**src/rtl/srp_pkg.sv**
```systemverilog
package srp_pkg;
  typedef struct packed {
    logic setWel;
    logic clrWel;
    logic setBusy;
    logic clrBusy;
    logic loadProt;
  } strobe_t;

  typedef struct packed {
    logic       wpen;
    logic [1:0] bp;
  } prot_t;
endpackage

```
**src/rtl/srp_datapath.sv**
```systemverilog
module srp_datapath
  import srp_pkg::*;
#(
  parameter int ADDR_W = 13,
  parameter logic [2:0] INIT_PROT = 3'b000
) (
  input  logic              clk,
  input  logic              rst_n,
  input  strobe_t           stb,
  input  logic [7:0]        wrData,
  input  logic [ADDR_W-1:0] addr,
  output logic              welQ,
  output logic              busyQ,
  output logic              wpenQ,
  output logic              addrProtected,
  output logic [7:0]        statusOut
);
  localparam int QHI = ADDR_W - 1;
  localparam int QLO = ADDR_W - 2;

  prot_t      protQ;
  logic [1:0] quarter;

  always_ff @(posedge clk) begin
    if (!rst_n) begin
      welQ  <= 1'b0;
      busyQ <= 1'b0;
      protQ <= prot_t'(INIT_PROT);
    end else begin
      if (stb.clrWel)       welQ <= 1'b0;
      else if (stb.setWel)  welQ <= 1'b1;
      if (stb.setBusy)      busyQ <= 1'b1;
      else if (stb.clrBusy) busyQ <= 1'b0;
      if (stb.loadProt) begin
        protQ.wpen <= wrData[7];
        protQ.bp   <= wrData[3:2];
      end
    end
  end

  assign quarter = addr[QHI:QLO];

  always_comb begin
    unique case (protQ.bp)
      2'b00:   addrProtected = 1'b0;
      2'b01:   addrProtected = (quarter == 2'b11);
      2'b10:   addrProtected = quarter[1];
      default: addrProtected = 1'b1;
    endcase
  end

  assign wpenQ     = protQ.wpen;
  assign statusOut = busyQ ? 8'hFF : {protQ.wpen, 3'b000, protQ.bp, welQ, 1'b0};

  // busy reads back as all ones
  a_r5_busy_ones: assert property (@(posedge clk) disable iff (!rst_n)
    busyQ |-> (statusOut == 8'hFF));
  // latch is clear once a cycle ends
  a_r3_end_clears_wel: assert property (@(posedge clk) disable iff (!rst_n)
    $fell(busyQ) |-> !welQ);
  // protect bits never move outside a write cycle
  a_r2_prot_stable_idle: assert property (@(posedge clk) disable iff (!rst_n)
    !busyQ |-> $stable(protQ));
endmodule

```
**src/rtl/srp_ctrl.sv**
```systemverilog
module srp_ctrl
  import srp_pkg::*;
(
  input  logic    clk,
  input  logic    rst_n,
  input  logic    wrenCmd,
  input  logic    wrdiCmd,
  input  logic    arrayWrReq,
  input  logic    statusWrReq,
  input  logic    cycleEnd,
  input  logic    writeProtectN,
  input  logic    welIn,
  input  logic    busyIn,
  input  logic    wpenIn,
  input  logic    addrProtected,
  output strobe_t stb,
  output logic    wrGrant,
  output logic    wrDeny
);
  logic anyReq, bothReq, okArray, okStatus, statusLocked;

  assign anyReq       = arrayWrReq | statusWrReq;
  assign bothReq      = arrayWrReq & statusWrReq;
  assign statusLocked = wpenIn & !writeProtectN;
  assign okArray  = arrayWrReq  & !bothReq & welIn & !busyIn & !addrProtected;
  assign okStatus = statusWrReq & !bothReq & welIn & !busyIn & !statusLocked;

  always_comb begin
    stb          = '0;
    stb.clrBusy  = cycleEnd & busyIn;
    stb.clrWel   = stb.clrBusy | (wrdiCmd & !busyIn);
    stb.setWel   = wrenCmd & !busyIn;
    stb.setBusy  = okArray | okStatus;
    stb.loadProt = okStatus;
  end

  always_ff @(posedge clk) begin
    if (!rst_n) begin
      wrGrant <= 1'b0;
      wrDeny  <= 1'b0;
    end else begin
      wrGrant <= okArray | okStatus;
      wrDeny  <= anyReq & !(okArray | okStatus);
    end
  end

  // a grant comes with busy raised on the same edge
  a_r5_grant_busy: assert property (@(posedge clk) disable iff (!rst_n)
    wrGrant |-> busyIn);
  // a grant needs the latch set beforehand
  a_r4_grant_needs_wel: assert property (@(posedge clk) disable iff (!rst_n)
    wrGrant |-> $past(welIn));
  // a deny from idle leaves busy clear
  a_r6_deny_no_busy: assert property (@(posedge clk) disable iff (!rst_n)
    (wrDeny && !$past(busyIn)) |-> !busyIn);
  // never both pulses
  a_r6_one_answer: assert property (@(posedge clk) disable iff (!rst_n)
    !(wrGrant && wrDeny));
endmodule

```
**src/rtl/srp_top.sv**
```systemverilog
module srp_top
  import srp_pkg::*;
#(
  parameter int ADDR_W = 13,
  parameter logic [2:0] INIT_PROT = 3'b000
) (
  input  logic              clk,
  input  logic              rst_n,
  input  logic              wrenCmd,
  input  logic              wrdiCmd,
  input  logic              arrayWrReq,
  input  logic [ADDR_W-1:0] wrAddr,
  input  logic              statusWrReq,
  input  logic [7:0]        statusWrData,
  input  logic              cycleEnd,
  input  logic              writeProtectN,
  output logic [7:0]        statusOut,
  output logic              wrGrant,
  output logic              wrDeny
);
  strobe_t stb;
  logic    welQ, busyQ, wpenQ, addrProtected;

  srp_ctrl ctrl_i (
    .clk(clk), .rst_n(rst_n), .wrenCmd(wrenCmd), .wrdiCmd(wrdiCmd),
    .arrayWrReq(arrayWrReq), .statusWrReq(statusWrReq), .cycleEnd(cycleEnd),
    .writeProtectN(writeProtectN), .welIn(welQ), .busyIn(busyQ), .wpenIn(wpenQ),
    .addrProtected(addrProtected), .stb(stb), .wrGrant(wrGrant), .wrDeny(wrDeny)
  );

  srp_datapath #(.ADDR_W(ADDR_W), .INIT_PROT(INIT_PROT)) dp_i (
    .clk(clk), .rst_n(rst_n), .stb(stb), .wrData(statusWrData), .addr(wrAddr),
    .welQ(welQ), .busyQ(busyQ), .wpenQ(wpenQ), .addrProtected(addrProtected),
    .statusOut(statusOut)
  );
endmodule

```
**config.mk**
```make
export PLATFORM = sky130hd
export DESIGN_NAME = srp_top
export DESIGN_NICKNAME = d
export VERILOG_FILES = /design/src/rtl/srp_pkg.sv /design/src/rtl/srp_datapath.sv /design/src/rtl/srp_ctrl.sv /design/src/rtl/srp_top.sv
export SDC_FILE = /design/constraint.sdc
export NUM_CORES = 1
export LEC_CHECK = 0
export BUFFER_PORTS_ARGS = -buffer_cell sky130_fd_sc_hd__clkbuf_2
export CAP_MARGIN = 25
export CORE_AREA = 2 2 39 41
export CTS_CLUSTER_SIZE = 40
export DETAILED_ROUTE_END_ITERATION = 10
export DIE_AREA = 0 0 41 43
export PLACE_DENSITY = 0.69
export SYNTH_ARGS = -nofsm -noshare
export SYNTH_HDL_FRONTEND = slang
export SYNTH_SLANG_ARGS = --single-unit
```
**constraint.sdc**
```tcl
create_clock -name clk -period 1.25 [get_ports clk]
set_clock_uncertainty 0.15 [all_clocks]
set_input_delay 0.0625 -clock clk [delete_from_list [all_inputs] [get_ports clk]]
set_output_delay 0.0625 -clock clk [all_outputs]
set_load 0.05 [all_outputs]
```
After elaboration in Yosys (flattened, before gate mapping)
Cells that the tools add are included.

cells by class
  eq/ne operators = 3
  mux-type cells = 4
  bitwise gates (word level) = 18
  reductions and logical operators = 9

operators with widths
  kind                                            number
  AND 1 bit                                       14
  two-way mux 8 bit                               1
  logical NOT 1 bit                               6
  == test 2 bit (second input constant)           2
  bitwise OR 1 bit                                3
  case mux 1 bit (3 select lines)                 1
  == test 2 x 1 -> 1 bit (second input constant)  1
  logical NOT 2 bit                               1
  two-way mux 1 bit                               2
  nonzero test 2 bit                              1
  OR reduction 2 bit                              1
  inverter 1 bit                                  1

word-level totals
  flip-flop bits (word level) = 7
  input bits = 29
  output and inout port bits = 10

Depth between registers and ports, before layout
  depth in word-level cells = 9
  gate-level depth with buffers = 3
  gate-level depth less buffers = 3

Modules after synthesis
Synthesis repeated with hierarchy kept, for this count alone.

unflattened totals
  cell total of the unflattened synthesis = 43
  area total of the unflattened synthesis = 391.6 µm²

by module, submodules not included
  module        instances  cells an instance  area each (µm²)
  srp_datapath  1          26                 242.7
  srp_ctrl      1          17                 148.9

Least setup slack after synthesis
OpenSTA, ideal clock, no wires.

  path kind = register to register
  from = register dp_i.busyQ
  to = register ctrl_i.wrDeny
  data arrival time = 0.940 ns
  data required time = 0.982 ns
  setup slack = 0.042 ns
  stages on the path, launching flop included = 4
  path buffers = 0
  clock period less this slack = 1.208 ns
  cell sequence = dfxtp_1 -> nand4bb_1 -> a221o_1 -> o2111a_1

on the way
  cells in the longest elaborated chain, start to end = 6
  elaborated cells on any way between the ends = 8
  classes of those cells = bitwise: 6; reduce/logical: 2

ends and longest elaborated chain
  what                                       RTL line                        source
  start, declared                            srp_datapath.sv:13              output logic busyQ,
  start signal, assigned                     srp_datapath.sv:27              busyQ <= 1'b0;
  start signal, assigned                     srp_datapath.sv:32              if (stb.setBusy) busyQ <= 1'b1;
  start signal, assigned                     srp_datapath.sv:33              else if (stb.clrBusy) busyQ <= 1'b0;
  logical NOT 1 bit (*)                      srp_ctrl.sv:25, srp_ctrl.sv:26
  AND 1 bit (on tied branches) (2 in a row)  srp_ctrl.sv:25, srp_ctrl.sv:26
  bitwise OR 1 bit (*)                       srp_ctrl.sv:43                  wrDeny <= anyReq & !(okArray | okStatus);
  logical NOT 1 bit (*)                      srp_ctrl.sv:43
  AND 1 bit (*)                              srp_ctrl.sv:43
  end signal, assigned                       srp_ctrl.sv:43
  end, declared                              srp_ctrl.sv:18                  output logic wrDeny

Every way passes the cells marked *; elsewhere a longest branch is shown, timed or not.
A chain may end at the register's enable or synchronous reset.

Worst setup path in the final report
Ends and elaborated chain as after synthesis.

==> impl_results.md <==
- Share of the synthesized area in the top cell type: 38.62%
- TritonCTS clock tree: done
- Total core area: 0.001384 mm2
- Critical Path RT: 1.23 ns
- First-pass GRT wire length: 1345 um
- DIE HEIGHT: 43 um
- Critical Path AT: 1.30 ns
- Final Hold Viols: 0
- Synthesized area: 362.8 um2
- Hold Path Depth: 2
- Leakage power: 0.3118 nW
- Final Critical Period: 1.315 ns
- # fillers: 140
- Drt total wl: 1009 um
- DIE WIDTH: 41 um
- Number of DRC markers in iteration 0: 3
- Dpl hpwl: 616.3 um
- Seq cells post-synth: 7
- CP max-delay cell: dfxtp_4
- Die ar.: 0.001763 mm2
- Vias in the first global route: 364
- Least-Margin Pin Slew: 0.2845 ns
- Vias: 431
- CP endpoint kind: register
- Share of cells above drive strength 1: 55.26%
- Placed Area: 485.5 um2
- Initial core utilization: 26.22%
- Dpl cells: 79
- Flip-flop and latch area: 143.9 um2
- Antenna-violating nets left: 0
- Post-DR vias/cell: 4.685
- Max Buffers Root-to-Sink: 2
- Total global routing overflow: 0
- RSZ-0062 raised after global routing: true
- Class of the worst hold path: primary input to register
- Hold slack: 0.02187 ns
- DR WL/cell: 10.97 um
- Largest net degree at the start of global routing: 8
- Worst vdd ir: 0.0005764 V
- Startpoint types: register
- Fmax: 0.7604 GHz
- RD Place Congestion: 0.6469
- Power, Total: 615.0 uW
- Synth area leaders: dfxtp_1 39%, a21oi_1 9.7%, buf_4 8.3%, or2_2 6.9%, nand4bb_1 6.2%
- Final setup TNS: -0.3099 ns
- Syn. warnings: 0
- Final WS setup: -0.06506 ns
- # setup viols final: 7
- Slew Viols, Final: 0
- Unique masters post-synth: 16
- Syn Inst Count: 42
- Worst R2R Setup Slack: -0.07 ns
- Status: finished with violations
- Failing checks: setup timing
- Clock latency on the worst-skew pair: 0.25 ns
- Syn Area/Cell: 8.639 um2
- Io pins: 39
- CP Max Fanout: 5
- Synthesized Nets: 71
- Num CTS Buffers: 3
- Finished Layout Cells: 92
- PD cells: 895.3 mW/mm2
- R2r worst-path depth: 4
- Final worst-path cycle share: 105.2%
- Antenna diodes: 0
- First-pass iteration count of the detailed router: 2
- Max-cap violations: 0
- Clk sinks: 7
- Leading area contributor after synthesis: dfxtp_1
- Multi-input logic area: 229.0 um2
- Area delta synth->final: 89.31%
- Remaining DRCs: 0
- WS Path Type: register to register
- Final nets: 106
- Sequential share of the synthesized area: 38.62%
- CTS root buf: clkbuf_4
- Rel. slew slack: 81.03%
- Design Area, Final: 686.9 um2
- Critical path cell sequence: buf_4, and4bb_4, nand2_2, o2111a_1
- CP max stage delay: 0.35 ns
- Antenna violations before repair: 0
- Port Buf Inserts: 22
- CTS H-tree lvls: 1
- Cell row count: 14
- Global-route usage over all layers: 11.78%
- Worst-path clk slew: 0.05 ns
worst paths after layout:
kind                     from            end
setup / recovery   dp_i.busyQ  ctrl_i.wrDeny
hold / removal    statusWrReq  ctrl_i.wrDeny
setup reg to reg   dp_i.busyQ  ctrl_i.wrDeny
hold reg to reg    dp_i.wpenQ     dp_i.wpenQ
report_power, final:
part	switching, mW	internal (mW)
Combinational	0.0928	0.0804
Sequential	0.00627	0.230
Clock	0.0835	0.122
Total	0.183	0.432
cells in the mapped netlist:
cell / number
inv_1: 1
nand2_1: 2
or2_2: 4
o21ai_0: 4
nand2b_1: 1
nand4bb_1: 2
nor2_1: 1
o2111a_1: 1
a21oi_1: 7
dfxtp_1: 7
a21o_1: 1
a221o_1: 1
nor2b_1: 2
buf_4: 4
nand3_1: 3
and4bb_2: 1
metrics by stage:
stage / setup slack [ns] / util (%)
final: -0.06506 / 49.64
after global routing: -0.1060 / 49.64
after CTS: -0.09241 / 47.11
after detailed placement: 0.01510 / 35.08
after global placement: 0.01470 / 35.08
after floorplan: 0.04199 / -
routing by layer:
| layer | share of wire [%] | global-route usage [%] |
|---|---|---|
| met1 | 42 | 12.66 |
| met2 | 51 | 17.81 |
| met3 | 6.7 | 7.853 |
| met4 | 0 | 4.000 |
| met5 | 0 | 0 |
layout make-up:
| class | count | share of cell area [%] |
|---|---|---|
| inverter | 1 | 0.5464 |
| timing repair buffer | 34 | 38.43 |
| clock buffer | 4 | 3.825 |
| sequential | 7 | 20.95 |
| multi-input combinational | 30 | 33.33 |
| tap | 16 | 2.914 |
repair_timing:
| action | CTS | global route |
|---|---|---|
| buffers inserted | 1 | 0 |
| hold endpoints to repair | 6 | 0 |
| hold buffers | 8 | 0 |
| endpoints found under the setup margin | 9 | 15 |
| resized for setup | 15 | 16 |
| pin swaps | 2 | 7 |
cells by family after synthesis:
group                  share of synthesized area [%]
AOI/OAI and AO/OA                              23.10
DFF                                            38.62
and+or+nand+nor                                28.96
buffers and inverters                          9.310
cell usage in the layout (no fill, tap or decap):
cell | Yosys | layout
buf_2 | 0 | 4
inv_1 | 1 | 1
a21o_1 | 1 | 1
a221o_1 | 1 | 1
nand3_2 | 0 | 3
a21oi_1 | 7 | 4
dfxtp_1 | 7 | 6
nand2b_1 | 1 | 1
a21oi_2 | 0 | 3
nor2_1 | 1 | 1
nand4bb_1 | 2 | 2
or2_4 | 0 | 3
nor2b_1 | 2 | 2
o21ai_0 | 4 | 3
o21ai_1 | 0 | 1
or2_2 | 4 | 1
o2111a_1 | 1 | 1
clkbuf_2 | 0 | 14
buf_8 | 0 | 4
buf_4 | 4 | 3
buf_6 | 0 | 1
nand2_2 | 0 | 1
dfxtp_4 | 0 | 1
clkbuf_1 | 0 | 1
nand2_1 | 2 | 1
and4bb_4 | 0 | 1
clkbuf_4 | 0 | 3
dlygate4sd3_1 | 0 | 8
registers in the layout, indices dropped and copies added (netlist names):
register,cells
ctrl_i.wrDeny,1
ctrl_i.wrGrant,1
dp_i.busyQ,1
dp_i.protQ,2
dp_i.welQ,1
dp_i.wpenQ,1
worst max-delay path, delay by kind of cell, from the launching register on:
family | cells | cell delay [ns]
and+or+nand+nor | 2 | 0.42
DFF | 1 | 0.35
AOI/OAI and AO/OA | 1 | 0.14
buffers and inverters | 1 | 0.13
Note: power is estimated with default switching activity, not from simulation.
